### src/rtl/wsPkg.sv
package wsPkg;
  // Strobes sent from the interval control to the page datapath
  typedef struct packed {
    logic sampleHist;  // shift touched bits into history
    logic clearRef;    // restart touched bits for the new interval
  } wsStrobe_t;
endpackage

### src/rtl/wsTimerCtrl.sv
module wsTimerCtrl
  import wsPkg::*;
#(
  parameter int TICK_PERIOD = 5000
) (
  input  logic      clk,
  input  logic      rstN,
  output wsStrobe_t strobe
);
  localparam int TW = (TICK_PERIOD > 2) ? $clog2(TICK_PERIOD) : 1;
  localparam logic [TW-1:0] LAST_COUNT = TW'(TICK_PERIOD - 1);

  logic [TW-1:0] timerVal;
  logic          tickNow;

  assign tickNow = (timerVal == LAST_COUNT);

  always_ff @(posedge clk or negedge rstN) begin
    if (!rstN) begin
      timerVal <= '0;
    end else if (tickNow) begin
      timerVal <= '0;
    end else begin
      timerVal <= timerVal + 1'b1;
    end
  end

  always_comb begin
    strobe.sampleHist = tickNow;
    strobe.clearRef   = tickNow;
  end

  AST_TIMER_BOUND: assert property (@(posedge clk) disable iff (!rstN)
    timerVal <= LAST_COUNT);
  AST_TICK_WRAP: assert property (@(posedge clk) disable iff (!rstN)
    strobe.sampleHist |=> (timerVal == '0));
  AST_TIMER_STEP: assert property (@(posedge clk) disable iff (!rstN)
    !strobe.sampleHist |=> (timerVal == $past(timerVal) + 1'b1));
endmodule

### src/rtl/wsPageDatapath.sv
module wsPageDatapath
  import wsPkg::*;
#(
  parameter int NUM_PAGES  = 8,
  parameter int HIST_DEPTH = 2,
  parameter int CNT_W      = 4
) (
  input  logic                 clk,
  input  logic                 rstN,
  input  wsStrobe_t            strobe,
  input  logic [NUM_PAGES-1:0] accessStrobe,
  input  logic [CNT_W-1:0]     frameLimit,
  output logic [NUM_PAGES-1:0] memberVec,
  output logic [CNT_W-1:0]     memberCount,
  output logic                 overDemand
);
  logic [NUM_PAGES-1:0]  refBit;
  logic [HIST_DEPTH-1:0] histReg [NUM_PAGES];
  logic [CNT_W-1:0]      popNow;

  function automatic logic [CNT_W-1:0] popCount(input logic [NUM_PAGES-1:0] v);
    logic [CNT_W-1:0] sum;
    sum = '0;
    for (int j = 0; j < NUM_PAGES; j++) begin
      sum = sum + CNT_W'(v[j]);
    end
    return sum;
  endfunction

  for (genvar i = 0; i < NUM_PAGES; i++) begin : gPage
    logic [HIST_DEPTH-1:0] histNext;

    if (HIST_DEPTH == 1) begin : gShallow
      assign histNext = refBit[i];
    end else begin : gDeep
      assign histNext = {histReg[i][HIST_DEPTH-2:0], refBit[i]};
    end

    always_ff @(posedge clk or negedge rstN) begin
      if (!rstN) begin
        refBit[i]  <= 1'b0;
        histReg[i] <= '0;
      end else begin
        if (strobe.sampleHist) histReg[i] <= histNext;
        if (strobe.clearRef)   refBit[i]  <= accessStrobe[i];
        else                   refBit[i]  <= refBit[i] | accessStrobe[i];
      end
    end

    assign memberVec[i] = refBit[i] | (|histReg[i]);

    AST_HIST_ENTRY: assert property (@(posedge clk) disable iff (!rstN)
      strobe.sampleHist |=> (histReg[i][0] == $past(refBit[i])));
    AST_HIST_HOLD: assert property (@(posedge clk) disable iff (!rstN)
      !strobe.sampleHist |=> $stable(histReg[i]));
  end

  assign popNow = popCount(memberVec);

  always_ff @(posedge clk or negedge rstN) begin
    if (!rstN) begin
      memberCount <= '0;
      overDemand  <= 1'b0;
    end else begin
      memberCount <= popNow;
      overDemand  <= (popNow > frameLimit);
    end
  end

  AST_FRESH_REF: assert property (@(posedge clk) disable iff (!rstN)
    strobe.clearRef |=> (refBit == $past(accessStrobe)));
  AST_ACCESS_SEEN: assert property (@(posedge clk) disable iff (!rstN)
    (accessStrobe != '0) |=> ((memberVec & $past(accessStrobe)) == $past(accessStrobe)));
  AST_COUNT_TRACK: assert property (@(posedge clk) disable iff (!rstN)
    rstN |=> (32'(memberCount) == $countones($past(memberVec))));
  AST_COUNT_BOUND: assert property (@(posedge clk) disable iff (!rstN)
    32'(memberCount) <= NUM_PAGES);
  AST_OVER_FLAG: assert property (@(posedge clk) disable iff (!rstN)
    rstN |=> (overDemand == (memberCount > $past(frameLimit))));
endmodule

### src/rtl/wsTracker.sv
module wsTracker
  import wsPkg::*;
#(
  parameter int NUM_PAGES   = 8,
  parameter int HIST_DEPTH  = 2,
  parameter int TICK_PERIOD = 5000,
  localparam int CNT_W      = $clog2(NUM_PAGES + 1)
) (
  input  logic                 clk,
  input  logic                 rstN,
  input  logic [NUM_PAGES-1:0] accessStrobe,
  input  logic [CNT_W-1:0]     frameLimit,
  output logic [NUM_PAGES-1:0] memberVec,
  output logic [CNT_W-1:0]     memberCount,
  output logic                 overDemand
);
  wsStrobe_t strobe;

  wsTimerCtrl #(
    .TICK_PERIOD(TICK_PERIOD)
  ) uCtrl (
    .clk   (clk),
    .rstN  (rstN),
    .strobe(strobe)
  );

  wsPageDatapath #(
    .NUM_PAGES (NUM_PAGES),
    .HIST_DEPTH(HIST_DEPTH),
    .CNT_W     (CNT_W)
  ) uData (
    .clk         (clk),
    .rstN        (rstN),
    .strobe      (strobe),
    .accessStrobe(accessStrobe),
    .frameLimit  (frameLimit),
    .memberVec   (memberVec),
    .memberCount (memberCount),
    .overDemand  (overDemand)
  );

  AST_RESET_QUIET: assert property (@(posedge clk)
    !rstN |=> (memberVec == '0 && memberCount == '0 && !overDemand));
endmodule

### config.mk
export PLATFORM = sky130hd
export DESIGN_NAME = wsTracker
export DESIGN_NICKNAME = d
export VERILOG_FILES = /design/src/rtl/wsPkg.sv /design/src/rtl/wsTimerCtrl.sv /design/src/rtl/wsPageDatapath.sv /design/src/rtl/wsTracker.sv
export SDC_FILE = /design/constraint.sdc
export NUM_CORES = 1
export LEC_CHECK = 0
export ABC_AREA = 0
export BUFFER_PORTS_ARGS = -buffer_cell sky130_fd_sc_hd__buf_4
export CAP_MARGIN = 30
export CORE_MARGIN = 5
export CORE_UTILIZATION = 51
export CTS_CLUSTER_SIZE = 10
export DETAILED_ROUTE_END_ITERATION = 12
export GPL_TIMING_DRIVEN = 0
export MAX_ROUTING_LAYER = met4
export PLACE_DENSITY = 0.75
export SLEW_MARGIN = 25
export SYNTH_ARGS = -nofsm -noshare
export SYNTH_HDL_FRONTEND = slang
export SYNTH_HIERARCHICAL = 1
export SYNTH_SLANG_ARGS = --single-unit
### constraint.sdc
create_clock -name clk -period 3.51 [get_ports clk]
set_clock_uncertainty 0.1 [all_clocks]
set_input_delay 0.702 -clock clk [delete_from_list [all_inputs] [get_ports clk]]
set_output_delay 0.702 -clock clk [all_outputs]
set_load 0.1 [all_outputs]
Word-level counts from Yosys, hierarchy flattened:

Cells that the tools add are included.

* register bits: 42
* latch bits: 0
* bits in writable memories: 0
* memory bits (read-only): 0
* memories kept: 0

* add/subtract/negate cells: 8
* $mul: 0
* div/mod/pow operators: 0
* magnitude comparators: 1
* equality and inequality tests: 1
* shifts and indexed selects: 0
* muxes and demuxes: 9
* bitwise gates (word level): 16
* reductions and logical operators: 8

Operators by type and width (count)
* $add A4 B1 Y4: 6
* $or A1 B1 Y1: 16
* $reduce_or A2 Y1: 8
* $add A13 B1 Y13 const B: 1
* $eq A13 B13 Y1 const B: 1
* $mux W13: 1
* $mux W1: 8
* $gt A4 B4 Y1: 1
* $add A1 B1 Y2: 1

Logic depth before layout (Yosys ltp):

* depth in word-level cells: 10
* mapped depth: 11
* mapped depth without buffers: 11

Cells and area by module:

The synthesis kept the hierarchy.

Modules (own cells, without submodules)
* wsPageDatapath: times used 1, cells each 88, area an instance 1322.5 µm², sequential area each 725.7 µm²
* wsTimerCtrl: times used 1, cells each 56, area an instance 623.1 µm², sequential area each 325.3 µm²

Least setup slack after synthesis:

OpenSTA, ideal clock, no wires.

* path kind: reg2reg
* start point: register uData.histReg, in the netlist uData/gPage[0].histNext[1]
* end point: register uData.overDemand
* library setup time: 124 ps
* arrival time: 4030 ps
* data required time: 3286 ps
* setup slack: -743 ps
* stages on the path, launching flop included: 11
* period minus slack after synthesis: 4253 ps
* cell sequence: dfrtp_1 or3_1 fa_1 fa_1 fa_1 ha_1 fa_1 ha_1 nor2b_1 o21ai_0 a21oi_1

* cells in the longest elaborated chain, start to end: 10

RTL lines
* start, declared: line wsPageDatapath.sv:18 `logic [HIST_DEPTH-1:0] histReg [NUM_PAGES];`
* start signal, assigned by index: line wsPageDatapath.sv:44 `if (strobe.sampleHist) histReg[i] <= histNext;`
* $reduce_or A2 Y1: line wsPageDatapath.sv:50 `assign memberVec[i] = refBit[i] | (|histReg[i]);`
* $or A1 B1 Y1: line wsPageDatapath.sv:50
* net memberVec[0]: line wsTracker.sv:13 `output logic [NUM_PAGES-1:0] memberVec,`
* $add A1 B1 Y2: line wsPageDatapath.sv:25 `sum = sum + CNT_W'(v[j]);`
* $add A4 B1 Y4 (6 in series): line wsPageDatapath.sv:25
* net uData.popNow[1]: line wsPageDatapath.sv:19 `logic [CNT_W-1:0] popNow;`
* $gt A4 B4 Y1: line wsPageDatapath.sv:66 `overDemand <= (popNow > frameLimit);`
* end signal, assigned: line wsPageDatapath.sv:66
* end, declared: line wsPageDatapath.sv:15 `output logic overDemand`

The timed path passes the listed nets, and every way through them passes these cells.
A chain may end at the register's enable or synchronous reset.

Final worst setup path:

* start point: register uData/histReg[9] (netlist bit)
* end point: register uData.overDemand

* cells in the longest elaborated chain, start to end: 8

RTL lines (line)
* $reduce_or A2 Y1: wsPageDatapath.sv:50
* $or A1 B1 Y1: wsPageDatapath.sv:50
* $add A4 B1 Y4 (5 in series): wsPageDatapath.sv:25
* net uData.popNow[1]: wsPageDatapath.sv:19
* $gt A4 B4 Y1: wsPageDatapath.sv:66

The timed path passes the listed nets, and every way through them passes these cells.

==> impl_metrics.csv <==
group,metric,value,unit
status,status,"complete, but fails checks",
status,violations,"setup timing",
timing,period_needed,3760,ps
yosys,async_reset_ff_frac,1.00,
detailed_routing,wirelength,3.57,mm
global_routing,grt_util_all_layers,0.149,
cts,cts_hold_buf,0,
setup_path,cpMostUsedCell,"fa_1",
yosys,synth-seq-cells,42,
global_routing,use_met1,0.169,
worst_hold_path,hold_class,"input port to asynchronous set/reset pin",
global_routing,met3_usage,0.0505,
cells_and_area,antenna_cells,0,
timing,slew_headroom,0.647,
detailed_routing,via_count,1238,
setup_path,cp_cell_sequence,"or3_4 > fa_1 > fa_1 > fa_1 > ha_2 > fa_2 > ha_4 > nor2b_1 > o21ai_1 > a21oi_1",
cts,cts_inserted_buffers,5,
placement,dp_hpwl,2.59,mm
detailed_routing,drc,0,
cts,cts_tree,"yes",
yosys,synth.avg_cell_area,13.5,um2
timing,layout_setup_ws,-251,ps
setup_path,crit_fanout,2,
timing,hold_slack,285,ps
pwr,max-vdd-ir-drop,0.000259,V
global_routing,grt_max_degree,43,
floorplan,initial_core_util,0.527,
floorplan,row_count,22,
placement,dp.cells,218,
floorplan,core_area,3690,um2
detailed_routing,detail_route.wl_per_cell,15.4,um
floorplan,io_pins,27,
detailed_routing,ant_nets,0,
yosys,synth_area_leaders,"dfrtp_1 (54%), mux2_4 (7.7%), ha_1 (5.1%), fa_1 (4.1%), or3_1 (3.5%)",
timing,tns,-251,ps
cts,clk_pin_slew_worst_paths,70,ps
setup_path,cpMaxStageDelayCell,"fa_1",
floorplan,die_w,71.8,um
cts,clock_sinks,42,
yosys,yosysUniqueCellTypes,27,
cells_and_area,fill_cells,284,
global_routing,top_usage_layer,"met2",
setup_path,cp.required,3590,ps
cts,cts.htree.levels,2,
setup_path,critPathCaptureType,"register",
setup_path,cp-start-kind,"register",
timing,hold_viol,0,
yosys,yosysWarnings,6,
global_routing,antenna_found_initial,0,
setup_path,cp.arrival,3840,ps
setup_path,path_class,"register to register",
flow_run,cap_violations,0,
cts,cts_buffer_depth,2,
cells_and_area,drive_gt1_frac,0.377,
timing,finalMaxSlewViolations,0,
yosys,synthTopCellsByCount,"dfrtp_1 (42), or3_1 (11), mux2_4 (10)",
yosys,synth.most_common_cell,"dfrtp_1",
placement,place.port_buffers,26,
placement,placed_area,2220,um2
placement,gp_congestion,0.820,
floorplan,die-area,5150,um2
cells_and_area,final-seq-area,1050,um2
yosys,netlist_area,1950,um2
timing,max_freq,266,MHz
timing,tightestPinTransition,526,ps
yosys,yosysTopAreaCell,"dfrtp_1",
global_routing,grt-ovfl-total,0,
detailed_routing,drtIter0Drc,35,
yosys,synth_top_cell_area_share,0.540,
placement,detailedPlace.worstSlack,-340,ps
cts,worstSkewPairLatency,290,ps
yosys,syn_inst,144,
setup_path,cpPeakStageDelay,570,ps
detailed_routing,detail_route.vias_per_cell,5.36,
cells_and_area,multi_input_area,866,um2
cts,root_buffer,"clkbuf_8",
timing,setup_viol,1,
cells_and_area,syn2layout_area_growth,21.5,%
global_routing,grt_pass1_vias,1276,
cells_and_area,final_nets,209,
cells_and_area,final_cell_area,2360,um2
global_routing,grt_first_pass_wirelength,5.82,mm
yosys,synth-edff-count,0,
yosys,syn_nets,170,
yosys,synth_flop_cell,"dfrtp_1",
floorplan,die_h,71.8,um
timing,finalCritPeriodShare,1.07,
timing,rsz0062_at_grt,"true",
yosys,ys_seq_area_frac,0.540,
cells_and_area,stdcell_count,231,
global_routing,globalRouteMet2Util,0.247,
pwr,p_leak,1.06,nW
detailed_routing,drt_pass1_iterations,4,
pwr,p_per_area,339,nW/um2
kinds of logic (layout without fill, tap and decap cells):
group,Yosys count,count (layout),share of synthesized area
buf+inv,10,49,0.0354
fa+ha+maj,12,12,0.0926
xor+xnor,8,8,0.0360
flops,42,42,0.540
compound gates,20,20,0.0643
simple gates,36,36,0.120
mux,16,16,0.112
cell type report:
type                       count  share of cell area
inverter                       6             0.00952
sequential                    42               0.444
tap                           48              0.0254
clock inverter                 2             0.00423
clock buffer                   5              0.0291
multi-input combinational     92               0.366
timing repair buffer          32               0.102
buffer                         4              0.0196
cell usage in the layout, fill, tap and decap left out, types with 5 or more instances in the layout:
cell	count
a21o_1	8
a21oi_1	6
buf_4	34
clkbuf_8	5
dfrtp_1	42
ha_1	6
inv_1	6
mux2_2	6
mux2_4	10
nand3_1	5
or3_1	8
xor2_1	5
flip-flops by register name (all words and copies together), names as in the netlist:
name and flops:
uData/gPage.histNext 16, uData/histReg 8, uData/overDemand 1, uCtrl/timerVal 13, uData/memberCount 4
metrics by stage:
stage | power, mW | utilization
after floorplan | 0.506 | -
after global placement | 0.528 | 0.601
after detailed placement | 0.530 | 0.601
after CTS | 0.816 | 0.633
after global routing | 0.833 | 0.641
final | 0.802 | 0.641
worst max-delay path, delay by kind of cell, from the launching register on:
kind / cells / cell delay, ps
flip-flops: 1 / 380
adder cells (fa/ha/maj): 6 / 2470
AND/OR/NAND/NOR: 2 / 530
AO/OA/AOI/OAI: 2 / 180
final timing paths:
path,startpoint,end,slack [ps],depth (start not counted)
setup reg to reg,uData/histReg[9],uData/overDemand,-250,10
setup / recovery,uData/histReg[9],uData/overDemand,-250,10
min in group clk,uCtrl/timerVal[0],uCtrl/timerVal[0],400,1
max in group asynchronous,rstN,uData/gPage[1].histNext[0],2680,1
hold reg to reg,uCtrl/timerVal[0],uCtrl/timerVal[0],400,1
hold / removal,rstN,uCtrl/timerVal[12],280,1
where the power goes:
group	switching, mW	internal (mW)	leakage, nW
Sequential	0.000249	0.485	0.524
Combinational	0.0220	0.0134	0.494
Clock	0.148	0.133	0.0438
Total	0.171	0.631	1.06
repair_timing:
action / 4_1_cts / 5_1_grt
setup buffers: 5 / 1
setup endpoints to repair: 1 / 2
pin swaps: 7 / 4
resized for setup: 1 / 3
endpoints found under the hold margin: 0 / 0
routing by layer:
metal	routed length [um]	vias to the layer above	share of wire
met4	43	0	0.012
met3	212	5	0.059
li1	-	581	-
met2	1840	31	0.51
met1	1470	621	0.41
met5	0	-	0
Note: power is estimated with default switching activity, not from simulation.
